--- src/rtl/sreg_pkg.sv ---
package sreg_pkg;

   // Channel state codes; software decodes these from the status word.
   typedef enum logic [2:0] {
      ST_IDLE = 3'd0,
      ST_REQ  = 3'd2,
      ST_BUSY = 3'd4,
      ST_PARK = 3'd6
   } chan_st_e;

   // Serial engine phases.
   typedef enum logic [2:0] {
      SE_IDLE,
      SE_LEAD,
      SE_BIT,
      SE_TAIL,
      SE_HOLD
   } ser_st_e;

   // Status word layout.
   localparam int STAT_FSM_LSB  = 16;
   localparam int STAT_REQ_BIT  = 19;
   localparam int STAT_SYNC_BIT = 20;
   localparam int STAT_INIT_BIT = 21;
   localparam int STAT_USED     = 22;

endpackage

--- src/rtl/sreg_cmd_fsm.sv ---
module sreg_cmd_fsm
   import sreg_pkg::*;
#(
   parameter int ADDR_W = 15,
   parameter int DATA_W = 16,
   localparam int CMD_W = 1 + ADDR_W + DATA_W
) (
   input  logic              clk,
   input  logic              rst_n,
   input  logic              cmd_wr,
   input  logic [CMD_W-1:0]  cmd_word,
   input  logic              vclr_wr,
   input  logic              vclr_bit,
   input  logic              eng_done,
   output chan_st_e          st,
   output logic              eng_start,
   output logic              frm_wr,
   output logic [ADDR_W-1:0] frm_addr,
   output logic [DATA_W-1:0] frm_wdata,
   output logic              err
);

   chan_st_e st_q;
   logic     wr_q;
   logic [ADDR_W-1:0] addr_q;
   logic [DATA_W-1:0] wdata_q;
   logic     err_q;

   // Command word fields.
   logic              cmd_is_wr;
   logic [ADDR_W-1:0] cmd_addr;
   logic [DATA_W-1:0] cmd_data;

   assign cmd_is_wr = cmd_word[CMD_W-1];
   assign cmd_addr  = cmd_word[CMD_W-2 -: ADDR_W];
   assign cmd_data  = cmd_word[DATA_W-1:0];

   always_ff @(posedge clk or negedge rst_n) begin
      if (!rst_n) begin
         st_q    <= ST_IDLE;
         wr_q    <= 1'b0;
         addr_q  <= '0;
         wdata_q <= '0;
      end else begin
         unique case (st_q)
            ST_IDLE: begin
               if (cmd_wr) begin
                  st_q    <= ST_REQ;
                  wr_q    <= cmd_is_wr;
                  addr_q  <= cmd_addr;
                  wdata_q <= cmd_data;
               end
            end
            ST_REQ:  st_q <= ST_BUSY;
            ST_BUSY: begin
               if (eng_done) st_q <= wr_q ? ST_IDLE : ST_PARK;
            end
            ST_PARK: begin
               if (vclr_wr && vclr_bit) st_q <= ST_IDLE;
            end
            default: st_q <= ST_IDLE;
         endcase
      end
   end

   // A command outside idle is dropped and recorded.
   always_ff @(posedge clk or negedge rst_n) begin
      if (!rst_n)                           err_q <= 1'b0;
      else if (cmd_wr && st_q != ST_IDLE)   err_q <= 1'b1;
   end

   assign st        = st_q;
   assign eng_start = (st_q == ST_REQ);
   assign frm_wr    = wr_q;
   assign frm_addr  = addr_q;
   assign frm_wdata = wdata_q;
   assign err       = err_q;

endmodule

--- src/rtl/sreg_serial.sv ---
module sreg_serial
   import sreg_pkg::*;
#(
   parameter int ADDR_W = 15,
   parameter int DATA_W = 16,
   parameter int EXT_W  = 4,
   localparam int FRAME  = 1 + ADDR_W + DATA_W,
   localparam int BIDX_W = $clog2(FRAME)
) (
   input  logic              clk,
   input  logic              rst_n,
   input  logic              start,
   input  logic              is_wr,
   input  logic [ADDR_W-1:0] addr,
   input  logic [DATA_W-1:0] wdata,
   input  logic [EXT_W-1:0]  ext_lead,
   input  logic [EXT_W-1:0]  ext_tail,
   input  logic [EXT_W-1:0]  ext_hold_wr,
   input  logic [EXT_W-1:0]  ext_hold_rd,
   input  logic              miso,
   output logic              sck,
   output logic              cs_n,
   output logic              mosi,
   output logic [DATA_W-1:0] rdata,
   output logic              done
);

   localparam logic [BIDX_W-1:0] DATA_FIRST = BIDX_W'(FRAME - DATA_W);
   localparam logic [BIDX_W-1:0] LAST_BIT   = BIDX_W'(FRAME - 1);

   ser_st_e           st_q;
   logic [EXT_W-1:0]  cnt_q;
   logic [EXT_W-1:0]  lim_lead_q, lim_tail_q, lim_hold_q;
   logic [BIDX_W-1:0] bidx_q;
   logic              half_q;
   logic              wr_q;
   logic [FRAME-1:0]  fsh_q;
   logic [DATA_W-1:0] rsh_q;
   logic              sck_q, csn_q;

   always_ff @(posedge clk or negedge rst_n) begin
      if (!rst_n) begin
         st_q       <= SE_IDLE;
         cnt_q      <= '0;
         lim_lead_q <= '0;
         lim_tail_q <= '0;
         lim_hold_q <= '0;
         bidx_q     <= '0;
         half_q     <= 1'b0;
         wr_q       <= 1'b0;
         fsh_q      <= '0;
         rsh_q      <= '0;
         sck_q      <= 1'b0;
         csn_q      <= 1'b1;
      end else begin
         unique case (st_q)
            SE_IDLE: begin
               if (start) begin
                  st_q       <= SE_LEAD;
                  cnt_q      <= '0;
                  csn_q      <= 1'b0;
                  wr_q       <= is_wr;
                  fsh_q      <= {is_wr, addr, (is_wr ? wdata : {DATA_W{1'b0}})};
                  lim_lead_q <= ext_lead;
                  lim_tail_q <= ext_tail;
                  lim_hold_q <= is_wr ? ext_hold_wr : ext_hold_rd;
               end
            end
            SE_LEAD: begin
               if (cnt_q == lim_lead_q) begin
                  st_q   <= SE_BIT;
                  bidx_q <= '0;
                  half_q <= 1'b0;
               end else begin
                  cnt_q <= cnt_q + 1'b1;
               end
            end
            SE_BIT: begin
               if (!half_q) begin
                  // Rising serial clock: sample the data phase of a read.
                  half_q <= 1'b1;
                  sck_q  <= 1'b1;
                  if (!wr_q && bidx_q >= DATA_FIRST)
                     rsh_q <= {rsh_q[DATA_W-2:0], miso};
               end else begin
                  half_q <= 1'b0;
                  sck_q  <= 1'b0;
                  fsh_q  <= fsh_q << 1;
                  if (bidx_q == LAST_BIT) begin
                     st_q  <= SE_TAIL;
                     cnt_q <= '0;
                  end else begin
                     bidx_q <= bidx_q + 1'b1;
                  end
               end
            end
            SE_TAIL: begin
               if (cnt_q == lim_tail_q) begin
                  st_q  <= SE_HOLD;
                  cnt_q <= '0;
                  csn_q <= 1'b1;
               end else begin
                  cnt_q <= cnt_q + 1'b1;
               end
            end
            SE_HOLD: begin
               if (cnt_q == lim_hold_q) st_q <= SE_IDLE;
               else                     cnt_q <= cnt_q + 1'b1;
            end
            default: st_q <= SE_IDLE;
         endcase
      end
   end

   assign done  = (st_q == SE_HOLD) && (cnt_q == lim_hold_q);
   assign mosi  = (st_q == SE_BIT) && fsh_q[FRAME-1];
   assign sck   = sck_q;
   assign cs_n  = csn_q;
   assign rdata = rsh_q;

endmodule

--- src/rtl/sreg_status.sv ---
module sreg_status
   import sreg_pkg::*;
#(
   parameter int DATA_W = 16,
   parameter int STAT_W = 32
) (
   input  logic              clk,
   input  logic              rst_n,
   input  logic              init_wr,
   input  logic              init_bit,
   input  logic [DATA_W-1:0] rdata,
   input  chan_st_e          st,
   output logic [STAT_W-1:0] stat_word
);

   logic        init_q;
   logic [15:0] dfield;
   logic        req_flag, sync_idle;

   always_ff @(posedge clk or negedge rst_n) begin
      if (!rst_n)       init_q <= 1'b0;
      else if (init_wr) init_q <= init_bit;
   end

   assign req_flag  = (st == ST_REQ);
   assign sync_idle = (st == ST_IDLE) || (st == ST_PARK);

   generate
      if (DATA_W < 16) begin : g_dpad
         assign dfield = {{(16 - DATA_W){1'b0}}, rdata};
      end else begin : g_dfull
         assign dfield = rdata;
      end
      if (STAT_W > STAT_USED) begin : g_upad
         assign stat_word[STAT_W-1:STAT_USED] = '0;
      end
   endgenerate

   assign stat_word[STAT_USED-1:0] = {init_q, sync_idle, req_flag, st, dfield};

endmodule

--- src/rtl/sreg_chan.sv ---
module sreg_chan
   import sreg_pkg::*;
#(
   parameter int ADDR_W = 15,
   parameter int DATA_W = 16,
   parameter int EXT_W  = 4,
   parameter int STAT_W = 32,
   localparam int CMD_W = 1 + ADDR_W + DATA_W
) (
   input  logic              clk,
   input  logic              rst_n,
   input  logic              cmd_wr,
   input  logic [CMD_W-1:0]  cmd_word,
   input  logic              vclr_wr,
   input  logic              vclr_bit,
   input  logic              init_wr,
   input  logic              init_bit,
   input  logic [EXT_W-1:0]  cfg_csh_wr,
   input  logic [EXT_W-1:0]  cfg_csh_rd,
   input  logic [EXT_W-1:0]  cfg_csl_lead,
   input  logic [EXT_W-1:0]  cfg_csl_tail,
   input  logic              spi_miso,
   output logic              spi_sck,
   output logic              spi_cs_n,
   output logic              spi_mosi,
   output logic [STAT_W-1:0] stat_word,
   output logic              err_flag
);

   initial begin : p_param_chk
      PRM_DATA_FITS: assert (DATA_W >= 2 && DATA_W <= 16)
         else $error("DATA_W must lie in 2..16 to fit the status data field");
      PRM_STAT_FITS: assert (STAT_W >= STAT_USED)
         else $error("STAT_W too small for the status layout");
      PRM_EXT_W: assert (EXT_W >= 1)
         else $error("EXT_W must be at least 1");
   end

   chan_st_e          st;
   logic              eng_start, eng_done;
   logic              frm_wr;
   logic [ADDR_W-1:0] frm_addr;
   logic [DATA_W-1:0] frm_wdata;
   logic [DATA_W-1:0] rdata;

   sreg_cmd_fsm #(.ADDR_W(ADDR_W), .DATA_W(DATA_W)) u_fsm (
      .clk       (clk),
      .rst_n     (rst_n),
      .cmd_wr    (cmd_wr),
      .cmd_word  (cmd_word),
      .vclr_wr   (vclr_wr),
      .vclr_bit  (vclr_bit),
      .eng_done  (eng_done),
      .st        (st),
      .eng_start (eng_start),
      .frm_wr    (frm_wr),
      .frm_addr  (frm_addr),
      .frm_wdata (frm_wdata),
      .err       (err_flag)
   );

   sreg_serial #(.ADDR_W(ADDR_W), .DATA_W(DATA_W), .EXT_W(EXT_W)) u_ser (
      .clk         (clk),
      .rst_n       (rst_n),
      .start       (eng_start),
      .is_wr       (frm_wr),
      .addr        (frm_addr),
      .wdata       (frm_wdata),
      .ext_lead    (cfg_csl_lead),
      .ext_tail    (cfg_csl_tail),
      .ext_hold_wr (cfg_csh_wr),
      .ext_hold_rd (cfg_csh_rd),
      .miso        (spi_miso),
      .sck         (spi_sck),
      .cs_n        (spi_cs_n),
      .mosi        (spi_mosi),
      .rdata       (rdata),
      .done        (eng_done)
   );

   sreg_status #(.DATA_W(DATA_W), .STAT_W(STAT_W)) u_stat (
      .clk       (clk),
      .rst_n     (rst_n),
      .init_wr   (init_wr),
      .init_bit  (init_bit),
      .rdata     (rdata),
      .st        (st),
      .stat_word (stat_word)
   );

endmodule

--- config.mk ---
export PLATFORM = sky130hd
export DESIGN_NAME = sreg_chan
export DESIGN_NICKNAME = d
export VERILOG_FILES = /design/src/rtl/sreg_pkg.sv /design/src/rtl/sreg_cmd_fsm.sv /design/src/rtl/sreg_serial.sv /design/src/rtl/sreg_status.sv /design/src/rtl/sreg_chan.sv
export SDC_FILE = /design/constraint.sdc
export NUM_CORES = 1
export LEC_CHECK = 0
export ABC_AREA = 1
export BUFFER_PORTS_ARGS = -buffer_cell sky130_fd_sc_hd__buf_4
export CAP_MARGIN = 20
export CELL_PAD_IN_SITES_DETAIL_PLACEMENT = 0
export CELL_PAD_IN_SITES_GLOBAL_PLACEMENT = 1
export CORE_ASPECT_RATIO = 1.25
export CORE_MARGIN = 2
export CORE_UTILIZATION = 30
export DETAILED_ROUTE_END_ITERATION = 7
export HOLD_SLACK_MARGIN = 0.05
export PLACE_DENSITY = 0.67
export SYNTH_ARGS = -nofsm -noshare
export SYNTH_HDL_FRONTEND = slang
export SYNTH_HIERARCHICAL = 1
export SYNTH_SLANG_ARGS = --single-unit
--- constraint.sdc ---
create_clock -name clk -period 1.5 [get_ports clk]
set_input_delay 0.375 -clock clk [delete_from_list [all_inputs] [get_ports clk]]
set_output_delay 0.375 -clock clk [all_outputs]
set_load 0.005 [all_outputs]
; ---- Word-level counts from Yosys, hierarchy flattened
; Index checks and enable logic that the tools add are counted.
[totals]
register_bits = 113
in_bits = 56
output_inout_bits = 36
wordCells = 103
[op_classes]
mux = 34
n_reduce_logical = 24
n_addsub = 2
n_lt_le_gt_ge = 1
eq_ne = 23
bitwise_logic = 1
[ops]
columns = cell, count
row1 = two-way mux 32 bit, 2
row2 = one-hot mux 32 bit (2 select lines), 1
row3 = two-way mux 3 bit, 10
row4 = two-way mux 4 bit, 7
row5 = one-hot mux 4 bit (5 select lines), 1
row6 = two-way mux 16 bit, 1
row7 = two-way mux 5 bit, 3
row8 = one-hot mux 3 bit (5 select lines), 1
row9 = == test 4 bit, 3
row10 = inequality test 2 x 1 -> 1 bit (second input constant), 6
row11 = inequality test 2 bit (second input constant), 6
row12 = one-hot mux 3 bit (4 select lines), 1
row13 = AND reduction 3 bit, 4
row14 = AND reduction 6 bit, 2
row15 = one-hot mux 5 bit (2 select lines), 1
row16 = == test 3 x 2 -> 1 bit (second input constant), 3
row17 = == test 3 bit (second input constant), 3
row18 = zero test 3 bit, 2
row19 = AND reduction 2 bit, 3
row20 = nonzero test 2 bit, 3
row21 = adder 5 x 1 -> 5 bit (second input constant), 1
row22 = == test 5 bit (second input constant), 1
row23 = greater-or-equal comparator 5 bit (second input constant), 1
row24 = logical AND 1 bit, 5
row25 = other kinds (10), 14

; ---- Logic depth before layout (Yosys ltp)
[depth]
word_depth = 4
mapped_depth = 11
depth_no_buf = 11

; ---- Hierarchy
; Netlist, hierarchy kept.
[modules_own_cells]
columns = mod, seq_area_each_um2, n_inst, area_each_um2, cells_each
row1 = sreg_serial, 1903.1, 1, 3686.0, 430
row2 = sreg_cmd_fsm, 875.8, 1, 1466.4, 162
row3 = sreg_status, 25.0, 1, 312.8, 45

; ---- Worst setup path after synthesis
; No wires, ideal clock.
[synth_timing]
kind = reg-to-reg
startpoint = reg u_ser.st_q[0]
endpoint = reg u_ser.rsh_q[10] (netlist: u_ser/rdata[10])
t_required_ns = 1.375
setup_ns = 0.125
synth_period_minus_slack_ns = 1.471
path_slack_ns = 0.029
path_stages_with_launch = 7
arrival_ns = 1.346
path_buffers = 1
path_cell_list = dfrtp_1 > nor2_4 > nand2_2 > inv_4 > nand2_4 > buf_6 > mux2_4
[synth_via]
elab_chain_len = 2
[synth_rtl]
columns = item, line_no
row1 = from (decl), sreg_serial.sv:31  ; ser_st_e st_q;
row2 = from (signal assigned), sreg_serial.sv:43  ; st_q <= SE_IDLE;
row3 = from (signal assigned), sreg_serial.sv:59  ; st_q <= SE_LEAD;
row4 = from (signal assigned), sreg_serial.sv:71  ; st_q <= SE_BIT;
row5 = == test 3 x 2 -> 1 bit, sreg_serial.sv:56  ; unique case (st_q)
row6 = AND reduction 3 bit (no source line), n/a
row7 = to (signal assigned), sreg_serial.sv:84  ; rsh_q <= {rsh_q[DATA_W-2:0], miso};
row8 = to (decl), sreg_serial.sv:38  ; logic [DATA_W-1:0] rsh_q;
; No other way between the ends.
; A chain may end at the register's enable or synchronous reset.

; ---- Worst setup path in the final report
[layout_timing]
startpoint = reg u_ser.st_q[2]
endpoint = reg u_ser.fsh_q[15]
[layout_via]
elab_chain_len = 3
word_cells_on_any_way = 7
classes_between = eq/ne: 3 / mux: 1 / reduce/logical: 3
[layout_rtl]
columns = item, line_no
row1 = == test 3 x 2 -> 1 bit / zero test 3 bit (equally long branches), sreg_serial.sv:56
row2 = "inequality test 2 x 1 -> 1 bit (no source line), or another cell as far along", n/a
row3 = AND reduction 3 bit (no source line), n/a
row4 = to (signal assigned), sreg_serial.sv:63  ; fsh_q <= {is_wr, addr, (is_wr ? wdata : {DATA_W{1'b0}})};
row5 = to (signal assigned), sreg_serial.sv:88  ; fsh_q <= fsh_q << 1;
row6 = to (decl), sreg_serial.sv:37  ; logic [FRAME-1:0] fsh_q;
; Several ways; a longest one is shown, not always the timed one.

==> impl_summary.txt <==
----------------------------------------------------
[Detailed routing]
  Average vias per placed instance ... 4.58
  # DRC ... 0
  First-pass iteration count of the detailed router ... 4
  DR iter-0 viols ... around 190
  Wire length reported by the detailed router ... 13.2 mm
  Count of nets left with antenna violations after detail routing ... 0
  Avg WL per Cell ... between 10 and 15 µm
  Routed via count ... around 4,500

[Synthesis]
  Summed instance area of the synthesized netlist ... approximately 5500 µm²
  Synth async-reset ratio ... between 90% and 100%
  Post-synth EDFFs ... 0
  Number of register bits inferred by synthesis ... ~110
  Most common cell in the synthesized netlist ... sky130_fd_sc_hd__nand2_1
  Post-synthesis cell type with the largest combined area ... sky130_fd_sc_hd__dfrtp_1
  Warning count from the yosys run ... 6
  Fraction of post-synthesis cell area in the top cell type by area ... between 50% and 60%
  Most area-consuming cells after synthesis ... sky130_fd_sc_hd__dfrtp_1 51%, sky130_fd_sc_hd__nand2_1 15%, sky130_fd_sc_hd__buf_4 5.2%
  Top FF cell, synth ... sky130_fd_sc_hd__dfrtp_1
  Average cell area after synthesis ... between 8 and 9 µm²
  Fraction of the yosys area taken by sequential cells ... about half
  Number of library cell types mapped by synthesis ... 35
  Leading post-synthesis cells by instance count ... 215 x sky130_fd_sc_hd__nand2_1, 111 x sky130_fd_sc_hd__dfrtp_1, 47 x sky130_fd_sc_hd__inv_1
  Mapped Cells ... approximately 640

[STA]
  Post-layout min period ... between 1500 and 2000 ps
  Final count of negative-setup-slack endpoints ... slightly above 40
  Worst Slack Setup Final ... -129 ps
  Final setup TNS ... -2610 ps
  Max frequency ... between 600 and 700 MHz
  Final worst hold slack ... 225 ps
  Hold Fails Final Rpt ... 0
  Clk_skew ... 5.07 ps
  Unrepaired setup endpoints after global routing ... yes
  Final period util ... 109%
  Number of slew-limit violations in the final report ... 0

[Worst setup path]
  Depth of the worst register-to-register path ... 9
  Critical path destination ... u_ser/fsh_q[15]
  Startpoint class of the critical path ... flop
  Data arrival time of the worst path ... about 1900 ps
  Reg2reg setup slack ... -130 ps
  WS Path Type ... reg2reg
  CP startpoint ... u_ser/st_q[2]
  Critical path capture point type ... flop
  Req. time, crit path ... between 1500 and 2000 ps
  Crit path max fanout ... 11
  FF-to-FF End ... u_ser/fsh_q[15]
  Critical R2R Launch ... u_ser/st_q[2]

[Clocking]
  Root buffer cell ... sky130_fd_sc_hd__clkbuf_16
  Clock Tree Buf Depth ... 2
  Clk sinks ... between 100 and 150
  Clk Latency, worst-skew pair ... between 300 and 400 ps
  TritonCTS buffer count ... 9
  H-tree depth ... 3
  Clock tree from TritonCTS ... built
  Clock slew seen by the registers of the worst setup and hold paths ... ~70 ps

[Placed design]
  Port Buf Inserts ... 80
  Instance area at placement ... about 6300 µm²
  Detailed-placement wirelength estimate ... ~8.1 mm
  Gp weighted congestion ... 0.825

[Pwr]
  Pleak ... between 0.003 and 0.004 µW
  Pwr Density ... roughly 760 nW/µm²
  IR drop worst, VDD ... around 590 µV

[Floorplanning]
  Initial Utilization ... 30.4%
  X dimension of the die ... ~120 µm
  Die Area ... approximately 19,000 µm²
  Area of the core region ... approximately 18,000 µm²
  I/O Pins ... roughly 90
  Site row count ... 55
  Chip Height ... approximately 150 µm

[Global route]
  Initial antenna violation count ... 0
  GRT Resource Usage Total ... between 10 and 15%
  Overflow left after global routing ... 0
  Via count of the first global-routing pass ... roughly 4,300
  Maximum number of pins on one net before global-route repair ... 59
  Wire length of the first global-routing pass ... 20.1 mm

[Final layout]
  Total Nets Final ... between 800 and 900
  Util after Layout ... 41.2%
  Summed area of non-filler cells in the final layout ... around 7400 µm²
  Syn-to-layout area delta ... 35.6%
  Number of antenna repair diodes ... 0
  Fraction of layout cells with a size suffix above 1 ... between 30% and 40%

[Run status]
  Failing checks ... negative setup slack
  Status ... finished, violations left

[Hold path]
  Class of the tightest hold or removal check ... in2reg

[Job]
  Number of max-cap violations ... 0

----------------------------------------------------
-- flip-flops by register name, indices dropped and copies added, names as in the netlist, 2 cells and up --
signal,flops
u_ser/lim_hold_q,4
u_ser/lim_tail_q,4
u_ser/lim_lead_q,4
u_fsm/frm_addr,15
u_ser/st_q,3
u_ser/cnt_q,4
u_fsm/frm_wdata,16
u_fsm/st,2
u_ser/fsh_q,32
u_ser/bidx_q,5
u_ser/rdata,16
-- worst min path at each step --
stage / from / to / slack (ps) / depth (start not counted)
2_1_floorplan: rst_n / u_fsm/err / 80 / 0
3_3_place_gp: rst_n / u_ser/lim_lead_q[2] / 230 / 1
3_5_place_dp: rst_n / u_ser/lim_lead_q[2] / 230 / 1
4_1_cts: init_wr / u_stat/init_q / 210 / 2
5_1_grt: init_wr / u_stat/init_q / 240 / 2
6_report: init_wr / u_stat/init_q / 230 / 2
-- worst max-delay path, stage by stage, from the launching register on --
cell and delay (ps):
sky130_fd_sc_hd__dfrtp_1 410, sky130_fd_sc_hd__nor2_4 160, sky130_fd_sc_hd__buf_6 130, sky130_fd_sc_hd__buf_6 100
sky130_fd_sc_hd__inv_6 40, sky130_fd_sc_hd__nor2_4 220, sky130_fd_sc_hd__buf_12 160, sky130_fd_sc_hd__clkbuf_16 160
sky130_fd_sc_hd__nor2_1 40, sky130_fd_sc_hd__a31oi_1 130
-- final cells by class --
type / count / area [µm²]
clock buffer: 13 / 240
clock inverter: 3 / 43.8
tap: 228 / 285
fill: 1773 / 10600
inverter: 51 / 211
sequential: 112 / 2810
multi-input combinational: 426 / 2430
timing repair buffer: 147 / 1390
-- report_power, final --
part | internal [µW] | leakage [µW] | switching, µW
Combinational | 117 | 0.00209 | 118
Sequential | 3020 | 0.00148 | 2.43
Clock | 1300 | 0.000138 | 1050
-- cells in the final DEF (no fill, tap or decap), types with 2 or more instances in the layout --
| cell type | count |
|---|---|
| sky130_fd_sc_hd__nand2_2 | 10 |
| sky130_fd_sc_hd__nand3_4 | 2 |
| sky130_fd_sc_hd__nand2_1 | 202 |
| sky130_fd_sc_hd__nand2_4 | 5 |
| sky130_fd_sc_hd__o211ai_1 | 13 |
| sky130_fd_sc_hd__nor2_2 | 5 |
| sky130_fd_sc_hd__conb_1 | 11 |
| sky130_fd_sc_hd__nand3b_1 | 2 |
| sky130_fd_sc_hd__clkbuf_16 | 13 |
| sky130_fd_sc_hd__o21ai_1 | 18 |
| sky130_fd_sc_hd__xor2_1 | 4 |
| sky130_fd_sc_hd__nand2_8 | 4 |
| sky130_fd_sc_hd__o31ai_2 | 3 |
| sky130_fd_sc_hd__clkbuf_1 | 4 |
| sky130_fd_sc_hd__dfrtp_1 | 110 |
| sky130_fd_sc_hd__buf_8 | 2 |
| sky130_fd_sc_hd__mux2_4 | 16 |
| sky130_fd_sc_hd__nand3_2 | 4 |
| sky130_fd_sc_hd__nor2_4 | 9 |
| sky130_fd_sc_hd__o21ai_0 | 15 |
| sky130_fd_sc_hd__a31oi_4 | 2 |
| sky130_fd_sc_hd__buf_4 | 114 |
| sky130_fd_sc_hd__nor2_1 | 32 |
| sky130_fd_sc_hd__buf_6 | 15 |
| sky130_fd_sc_hd__buf_12 | 10 |
| sky130_fd_sc_hd__ha_2 | 2 |
| sky130_fd_sc_hd__inv_2 | 9 |
| sky130_fd_sc_hd__o21ai_2 | 7 |
| sky130_fd_sc_hd__a31oi_1 | 15 |
| sky130_fd_sc_hd__inv_1 | 39 |
| sky130_fd_sc_hd__nand3_1 | 37 |
-- through the flow --
| step | setup WS (ps) | std cells | power (µW) |
|---|---|---|---|
| floorplan | 28.9 | 646 | 3140 |
| global placement | -44.0 | 926 | 3310 |
| detailed placement | -115 | 926 | 3310 |
| CTS | -81.0 | 955 | 5710 |
| global route | -240 | 980 | 5850 |
| finish | -129 | 980 | 5610 |
-- routing by layer --
layer / vias up / global-route usage, % / share of wire [%]
li1: 2227 / - / -
met1: 2166 / 15.5 / 43
met2: 77 / 22.6 / 52
met3: 15 / 2.20 / 2.9
met4: 0 / 5.08 / 1.5
met5: - / 0 / 0
-- cells by family (layout without fill, tap and decap cells) --
group | Yosys count | count (layout) | share of synthesized area (%)
multiplexers | 16 | 16 | 3.98
other | 2 | 11 | 0.137
AND/OR/NAND/NOR | 313 | 315 | 23.7
flip-flops | 112 | 112 | 51.3
XOR/XNOR | 4 | 4 | 0.641
AO/OA/AOI/OAI | 77 | 77 | 8.31
adder cells (fa/ha/maj) | 3 | 3 | 0.687
buffers and inverters | 110 | 214 | 11.2
-- what timing repair did --
item | in CTS | in global routing
buffers inserted | 11 | 17
pin swaps | 6 | 24
resized for setup | 27 | 100
hold endpoints to repair | 6 | 0
hold buffers | 1 | 0
gates cloned | 1 | 8
endpoints found under the setup margin | 48 | 111
(Power assumes the default switching activity.)
